$ cat config.mk
export PLATFORM = sky130hd
export DESIGN_NAME = bridge_dma
export DESIGN_NICKNAME = d
export VERILOG_FILES = /design/src/rtl/dma_pkg.sv /design/src/rtl/dma_pick.sv /design/src/rtl/dma_walker.sv /design/src/rtl/dma_strobe.sv /design/src/rtl/bridge_dma.sv
export SDC_FILE = /design/constraint.sdc
export NUM_CORES = 1
export LEC_CHECK = 0
export ABC_CLOCK_PERIOD_IN_PS = 4300
export BUFFER_PORTS_ARGS = -buffer_cell sky130_fd_sc_hd__buf_2
export CORE_AREA = 2 2 143 145
export DETAILED_ROUTE_END_ITERATION = 16
export DIE_AREA = 0 0 145 147
export PLACE_DENSITY = 0.6
export SKIP_LAST_GASP = 1
export SYNTH_ARGS = -nofsm -noshare
export SYNTH_HDL_FRONTEND = slang
export SYNTH_SLANG_ARGS = --single-unit
$ cat constraint.sdc
create_clock -name clk -period 4.3 [get_ports clk]
set_input_delay 0.215 -clock clk [delete_from_list [all_inputs] [get_ports clk]]
set_output_delay 0.215 -clock clk [all_outputs]
set_load 0.01 [all_outputs]
$ cat src/rtl/dma_pkg.sv
package dma_pkg;
  typedef enum logic [1:0] {ST_IDLE, ST_HOLD, ST_MOVE} eng_state_t;

  typedef struct packed {
    logic a_rd_n;
    logic a_wr_n;
    logic b_rd_n;
    logic b_wr_n;
  } strobes_t;

  localparam strobes_t STB_IDLE = 4'b1111;
  localparam strobes_t STB_A2B  = 4'b0110;
  localparam strobes_t STB_B2A  = 4'b1001;
endpackage

$ cat src/rtl/dma_pick.sv
module dma_pick #(
  parameter int NCH = 8,
  localparam int IW = (NCH > 1) ? $clog2(NCH) : 1
) (
  input  logic [NCH-1:0] pend,
  output logic           valid,
  output logic [IW-1:0]  idx
);
  // lowest set bit wins; scan downward so the last hit is the smallest index
  always_comb begin
    valid = |pend;
    idx   = '0;
    for (int k = NCH - 1; k >= 0; k--) begin
      if (pend[k]) idx = k[IW-1:0];
    end
  end
endmodule

$ cat src/rtl/dma_walker.sv
module dma_walker #(
  parameter int AW = 16,
  parameter int BW = 8,
  parameter int CW = 16
) (
  input  logic          clk,
  input  logic          rst,
  input  logic          load,
  input  logic          step,
  input  logic [AW-1:0] ld_a,
  input  logic [BW-1:0] ld_b,
  input  logic [CW-1:0] ld_cnt,
  output logic [AW-1:0] a_addr,
  output logic [BW-1:0] b_addr,
  output logic          last
);
  logic [CW:0] left;

  always_ff @(posedge clk) begin
    if (rst) begin
      a_addr <= '0;
      b_addr <= '0;
      left   <= '0;
    end else if (load) begin
      a_addr <= ld_a;
      b_addr <= ld_b;
      left   <= (ld_cnt == '0) ? {1'b1, {CW{1'b0}}} : {1'b0, ld_cnt};
    end else if (step) begin
      a_addr <= a_addr + 1'b1;
      left   <= left - 1'b1;
    end
  end

  assign last = (left == {{CW{1'b0}}, 1'b1});

  p_a_step_r5: assert property (@(posedge clk) disable iff (rst)
    (step && !load) |=> (a_addr == $past(a_addr) + 1'b1));

  p_b_fixed_r5: assert property (@(posedge clk) disable iff (rst)
    (step && !load) |=> $stable(b_addr));

  p_no_underrun_r6: assert property (@(posedge clk) disable iff (rst)
    step |-> (left > {{CW{1'b0}}, 1'b1}));
endmodule

$ cat src/rtl/dma_strobe.sv
module dma_strobe
  import dma_pkg::*;
(
  input  logic     clk,
  input  logic     rst,
  input  logic     go,
  input  logic     dir_b2a,
  output strobes_t stb
);
  always_ff @(posedge clk) begin
    if (rst)       stb <= STB_IDLE;
    else if (!go)  stb <= STB_IDLE;
    else           stb <= dir_b2a ? STB_B2A : STB_A2B;
  end

  p_pair_r3: assert property (@(posedge clk) disable iff (rst)
    (stb != STB_IDLE) |-> (stb == STB_A2B || stb == STB_B2A));
endmodule

$ cat src/rtl/bridge_dma.sv
module bridge_dma
  import dma_pkg::*;
#(
  parameter int NCH = 8,
  parameter int AW  = 16,
  parameter int BW  = 8,
  parameter int CW  = 16,
  localparam int IW = (NCH > 1) ? $clog2(NCH) : 1
) (
  input  logic              clk,
  input  logic              rst,
  input  logic              start,
  input  logic [NCH-1:0]    ch_enable,
  input  logic [NCH-1:0]    cfg_dir,
  input  logic [NCH*AW-1:0] cfg_a_addr,
  input  logic [NCH*BW-1:0] cfg_b_addr,
  input  logic [NCH*CW-1:0] cfg_count,
  output logic              cpu_rdy,
  output logic [AW-1:0]     a_addr,
  output logic [BW-1:0]     b_addr,
  output logic              a_rd_n,
  output logic              a_wr_n,
  output logic              b_rd_n,
  output logic              b_wr_n
);
  eng_state_t     state;
  logic [NCH-1:0] pend;
  logic [IW-1:0]  cur_ch;
  logic           dir_cur;
  logic           pick_valid;
  logic [IW-1:0]  pick_idx;
  logic           last;
  logic           do_load, do_step, go, dir_next;
  strobes_t       stb;

  dma_pick #(.NCH(NCH)) i_pick (
    .pend  (pend),
    .valid (pick_valid),
    .idx   (pick_idx)
  );

  always_comb begin
    do_load = 1'b0;
    do_step = 1'b0;
    go      = 1'b0;
    case (state)
      ST_HOLD: begin
        do_load = pick_valid;
        go      = pick_valid;
      end
      ST_MOVE: begin
        if (!last) begin
          do_step = 1'b1;
          go      = 1'b1;
        end else begin
          do_load = pick_valid;
          go      = pick_valid;
        end
      end
      default: ;
    endcase
    dir_next = do_load ? cfg_dir[pick_idx] : dir_cur;
  end

  dma_walker #(.AW(AW), .BW(BW), .CW(CW)) i_walk (
    .clk    (clk),
    .rst    (rst),
    .load   (do_load),
    .step   (do_step),
    .ld_a   (cfg_a_addr[int'(pick_idx)*AW +: AW]),
    .ld_b   (cfg_b_addr[int'(pick_idx)*BW +: BW]),
    .ld_cnt (cfg_count[int'(pick_idx)*CW +: CW]),
    .a_addr (a_addr),
    .b_addr (b_addr),
    .last   (last)
  );

  dma_strobe i_stb (
    .clk     (clk),
    .rst     (rst),
    .go      (go),
    .dir_b2a (dir_next),
    .stb     (stb)
  );

  assign a_rd_n = stb.a_rd_n;
  assign a_wr_n = stb.a_wr_n;
  assign b_rd_n = stb.b_rd_n;
  assign b_wr_n = stb.b_wr_n;

  always_ff @(posedge clk) begin
    if (rst) begin
      state   <= ST_IDLE;
      pend    <= '0;
      cur_ch  <= '0;
      dir_cur <= 1'b0;
      cpu_rdy <= 1'b1;
    end else begin
      case (state)
        ST_IDLE: begin
          if (start) begin
            pend    <= ch_enable;
            cpu_rdy <= 1'b0;
            state   <= ST_HOLD;
          end
        end
        default: begin
          if (do_load) begin
            pend[pick_idx] <= 1'b0;
            cur_ch         <= pick_idx;
            dir_cur        <= cfg_dir[pick_idx];
            state          <= ST_MOVE;
          end else if (!go) begin
            cpu_rdy <= 1'b1;
            state   <= ST_IDLE;
          end
        end
      endcase
    end
  end

  p_quiet_when_ready_r8: assert property (@(posedge clk) disable iff (rst)
    cpu_rdy |-> (a_rd_n && a_wr_n && b_rd_n && b_wr_n));

  p_hold_first_r2: assert property (@(posedge clk) disable iff (rst)
    $fell(cpu_rdy) |-> (a_rd_n && a_wr_n && b_rd_n && b_wr_n));

  p_release_r8: assert property (@(posedge clk) disable iff (rst)
    (state != ST_IDLE && !go) |=> cpu_rdy);

  p_ascending_r7: assert property (@(posedge clk) disable iff (rst)
    (state == ST_MOVE && do_load) |-> (pick_idx > cur_ch));

  p_busy_ignores_start_r9: assert property (@(posedge clk) disable iff (rst)
    (state == ST_MOVE && go) |=> (state == ST_MOVE));
endmodule

==> results.sh <==
export IMPL_cts_buffers=5
export IMPL_nets=1385
export IMPL_drt_total_wl_um=26700
export IMPL_switching_share_pct=38.5
export IMPL_vdd_drop_max_mv=0.142
export IMPL_cts_htree_levels=2
export IMPL_dieArea_um2=21300
export IMPL_cellLeakagePower_nw=3.44
export IMPL_antenna_found_initial=3
export IMPL_synthesis_nets=1054
export IMPL_final_setup_worst_slack_ns=0.893
export IMPL_timing_rr_start="pend[3]"
export IMPL_grt_overflow_total=0
export IMPL_cts_tree="yes"
export IMPL_outcome="completed"
export IMPL_syn2layout_area_growth_pct=43.7
export IMPL_clock_skew_ns=0.0101
export IMPL_synth_top_cells_by_area="dfxtp_1 (22%), nand2_1 (11%), mux2i_1 (6.5%)"
export IMPL_grt_pass1_wl_um=39200
export IMPL_p_per_area_nw_per_um2=259
export IMPL_startpoint_type="flip-flop"
export IMPL_drt_pass1_iter_count=6
export IMPL_ant_nets=0
export IMPL_yosys_warnings=0
export IMPL_syn_inst=709
export IMPL_grt_pass1_vias=6678
export IMPL_yosysTopAreaCell="dfxtp_1"
export IMPL_p_int_mw=1.17
export IMPL_drv_slew=0
export IMPL_final_setup_tns_ns=0
export IMPL_rsz0062_at_grt="false"
export IMPL_drtIter0Drc=673
export IMPL_crit_fanout=13
export IMPL_setup_viol=0
export IMPL_tightestPinTransition_ns=0.967
export IMPL_fin_util_pct=36.8
export IMPL_io_buffers=367
export IMPL_synthArstFlopShare_pct=0
export IMPL_grt_max_degree=47
export IMPL_regArea_um2=1100
export IMPL_io_pins=368
export IMPL_place_ws_ns=1.00
export IMPL_timing_slew_headroom_pct=35.5
export IMPL_endpoint_kind="flip-flop"
export IMPL_syn_area_per_cell_um2=7.17
export IMPL_vias=6998
export IMPL_cts_hold_buffers=0
export IMPL_pwr_share_comb_pct=43.6
export IMPL_startpoint="pend[3]"
export IMPL_crit_type="flip-flop to flip-flop"
export IMPL_placed_cells=1303
export IMPL_worstRegToRegCells=9
export IMPL_max_clock_freq_mhz=294
export IMPL_cp_data_required_time_ns=4.53
export IMPL_power_mw=1.89
export IMPL_instances_no_fill=1313
export IMPL_grt_total_usage_pct=23.8
export IMPL_p_clk_share_pct=26.5
export IMPL_layout_worst_path_cycle_share_pct=79.2
export IMPL_hold_path_class="input port to flip-flop"
export IMPL_final_layout_size_suffix_gt1_share_pct=40.2
export IMPL_clk_pin_slew_ns=0.08
export IMPL_synth_ff_type="dfxtp_1"
export IMPL_cp_arrival_ns=3.64
export IMPL_maxCapViolCount=0
export IMPL_gp_congestion=1.03
export IMPL_cts_sinks=55
export IMPL_place_area_um2=7130
export IMPL_syn_area_um2=5090
export IMPL_rows=52
export IMPL_clock_path_buffers=2
export IMPL_start_util_pct=25.6
export IMPL_multi_input_area_um2=3710
export IMPL_die_y_um=147
export IMPL_avgRoutedWirePerCell_um=20.3
export IMPL_r2r_slack_ns=0.89
export IMPL_p_sw_mw=0.729
export IMPL_drc=0
export IMPL_yosysUniqueCellTypes=61
export IMPL_synth_edf_count=0
export IMPL_n_fill_cell=2136
export IMPL_core_um2=19800
export IMPL_hpwlAfterDp_um=21700
export IMPL_endpoint="i_walk.left[16]"
export IMPL_final_area_um2=7310
export IMPL_hold_viol_final=0
export IMPL_clk_latency_ns=0.31
export IMPL_synth_top_area_share_pct=21.6
export IMPL_seq_power_share_pct=29.8
export IMPL_fin_crit_ns=3.41
export IMPL_ys_seq_area_share_pct=21.6
export IMPL_rr_endpoint="i_walk.left[16]"
export IMPL_postCtsSetupBuffers=0
export IMPL_cts_root_buf="clkbuf_16"
export IMPL_synth_seq_cells=55
export IMPL_avgViaCountPerCell=5.33
export IMPL_die_w_um=145
export IMPL_cts_resized=0
export IMPL_timing_hold_ws_ns=0.140
area by class of cell:
cell class / instances / area share, %
Clock buffer: 6 / 1.90
Timing Repair Buffer: 383 / 26.8
Multi-Input combinational cell: 589 / 50.8
Clock inverter: 2 / 0.479
Sequential cell: 55 / 15.1
Antenna cell: 2 / 0.0685
Tap cell: 270 / 4.62
Inverter: 6 / 0.308
flip-flops by register name, indices dropped and copies added (netlist names):
register       cells
cpu_rdy            1
i_walk.a_addr     16
i_walk.left       17
state              2
i_walk.b_addr      8
dir_cur            1
pend               8
i_stb.stb          2
power by group through the flow:
| stage | registers [mW] | logic [mW] | clock network [mW] |
|---|---|---|---|
| finish | 0.565 | 0.827 | 0.503 |
| global placement | 0.576 | 0.812 | 0 |
| global route | 0.569 | 0.897 | 0.533 |
| floorplan | 0.570 | 0.475 | 0 |
| detailed placement | 0.576 | 0.817 | 0 |
| CTS | 0.564 | 0.821 | 0.520 |
cells in the final DEF, fill, tap and decap left out, types with 21 or more instances in the layout:
master    netlist  layout
dfxtp_1        55      55
a21oi_1        65      65
a222oi_1       21      21
buf_2          19     367
a211oi_1       32      32
nor4_1         21      21
nand2_1       150     150
xor2_1         22      22
nor2_1         51      51
mux2i_1        33      33
layer usage:
layer  track usage [%]  wire length (µm)  share of wire, %  vias up
met4              6.83               693               2.6        2
met1              32.9             11400                43     3244
met2              37.5             12300                46      378
li1                  -                 -                 -     3327
met5                 0                13             0.049        -
met3              4.84              2300               8.6       47
kinds of logic (layout without fill, tap and decap cells):
kind of cell    Yosys count  in the layout  synth area share, %
compound gates          219            219                 30.6
buf+inv                  65            397                 6.08
mux                      43             43                 8.78
simple gates            291            291                 26.2
other cells               0              2                    0
fa+ha+maj                 6              6                 1.48
xor+xnor                 30             30                 5.17
flops                    55             55                 21.6
worst max-delay path, cell delays in order, from the launching register on:
cell and delay (ns):
dfxtp_1 0.58, inv_2 0.17, a221oi_2 0.80, buf_4 0.36, mux2_2 0.35, a222oi_1 0.30
o21ai_0 0.22, nor2_1 0.16, nand4_1 0.13, o31ai_2 0.25
worst min-delay path by stage:
stage	cells past startpoint	to	slack [ns]	from
after global routing	3	pend[0]	0.15	ch_enable[0]
after CTS	3	pend[4]	0.14	ch_enable[4]
final	3	pend[4]	0.14	ch_enable[4]
after global placement	3	pend[5]	0.46	ch_enable[5]
after floorplan	2	pend[0]	0.35	ch_enable[0]
after detailed placement	3	pend[4]	0.47	ch_enable[4]
Yosys cell counts (4+ instances only):
| library cell | n |
|---|---|
| mux2i_1 | 33 |
| xnor2_1 | 8 |
| buf_1 | 4 |
| a21oi_1 | 65 |
| a22oi_1 | 17 |
| o22ai_1 | 13 |
| nand3_1 | 8 |
| nor2_1 | 51 |
| nor3_1 | 15 |
| or4_1 | 4 |
| ha_1 | 6 |
| or3_1 | 5 |
| a221oi_1 | 7 |
| nand2_1 | 150 |
| nand4_1 | 7 |
| a222oi_1 | 21 |
| a221o_1 | 5 |
| and3_1 | 5 |
| o211ai_1 | 11 |
| o221ai_1 | 9 |
| inv_1 | 5 |
| buf_2 | 19 |
| nor4_1 | 21 |
| buf_4 | 7 |
| nor2b_1 | 4 |
| xor2_1 | 22 |
| dfxtp_1 | 55 |
| o21ai_0 | 16 |
| mux2_2 | 9 |
| a211oi_1 | 32 |
| clkbuf_1 | 27 |
Note: power is estimated with default switching activity, not from simulation.
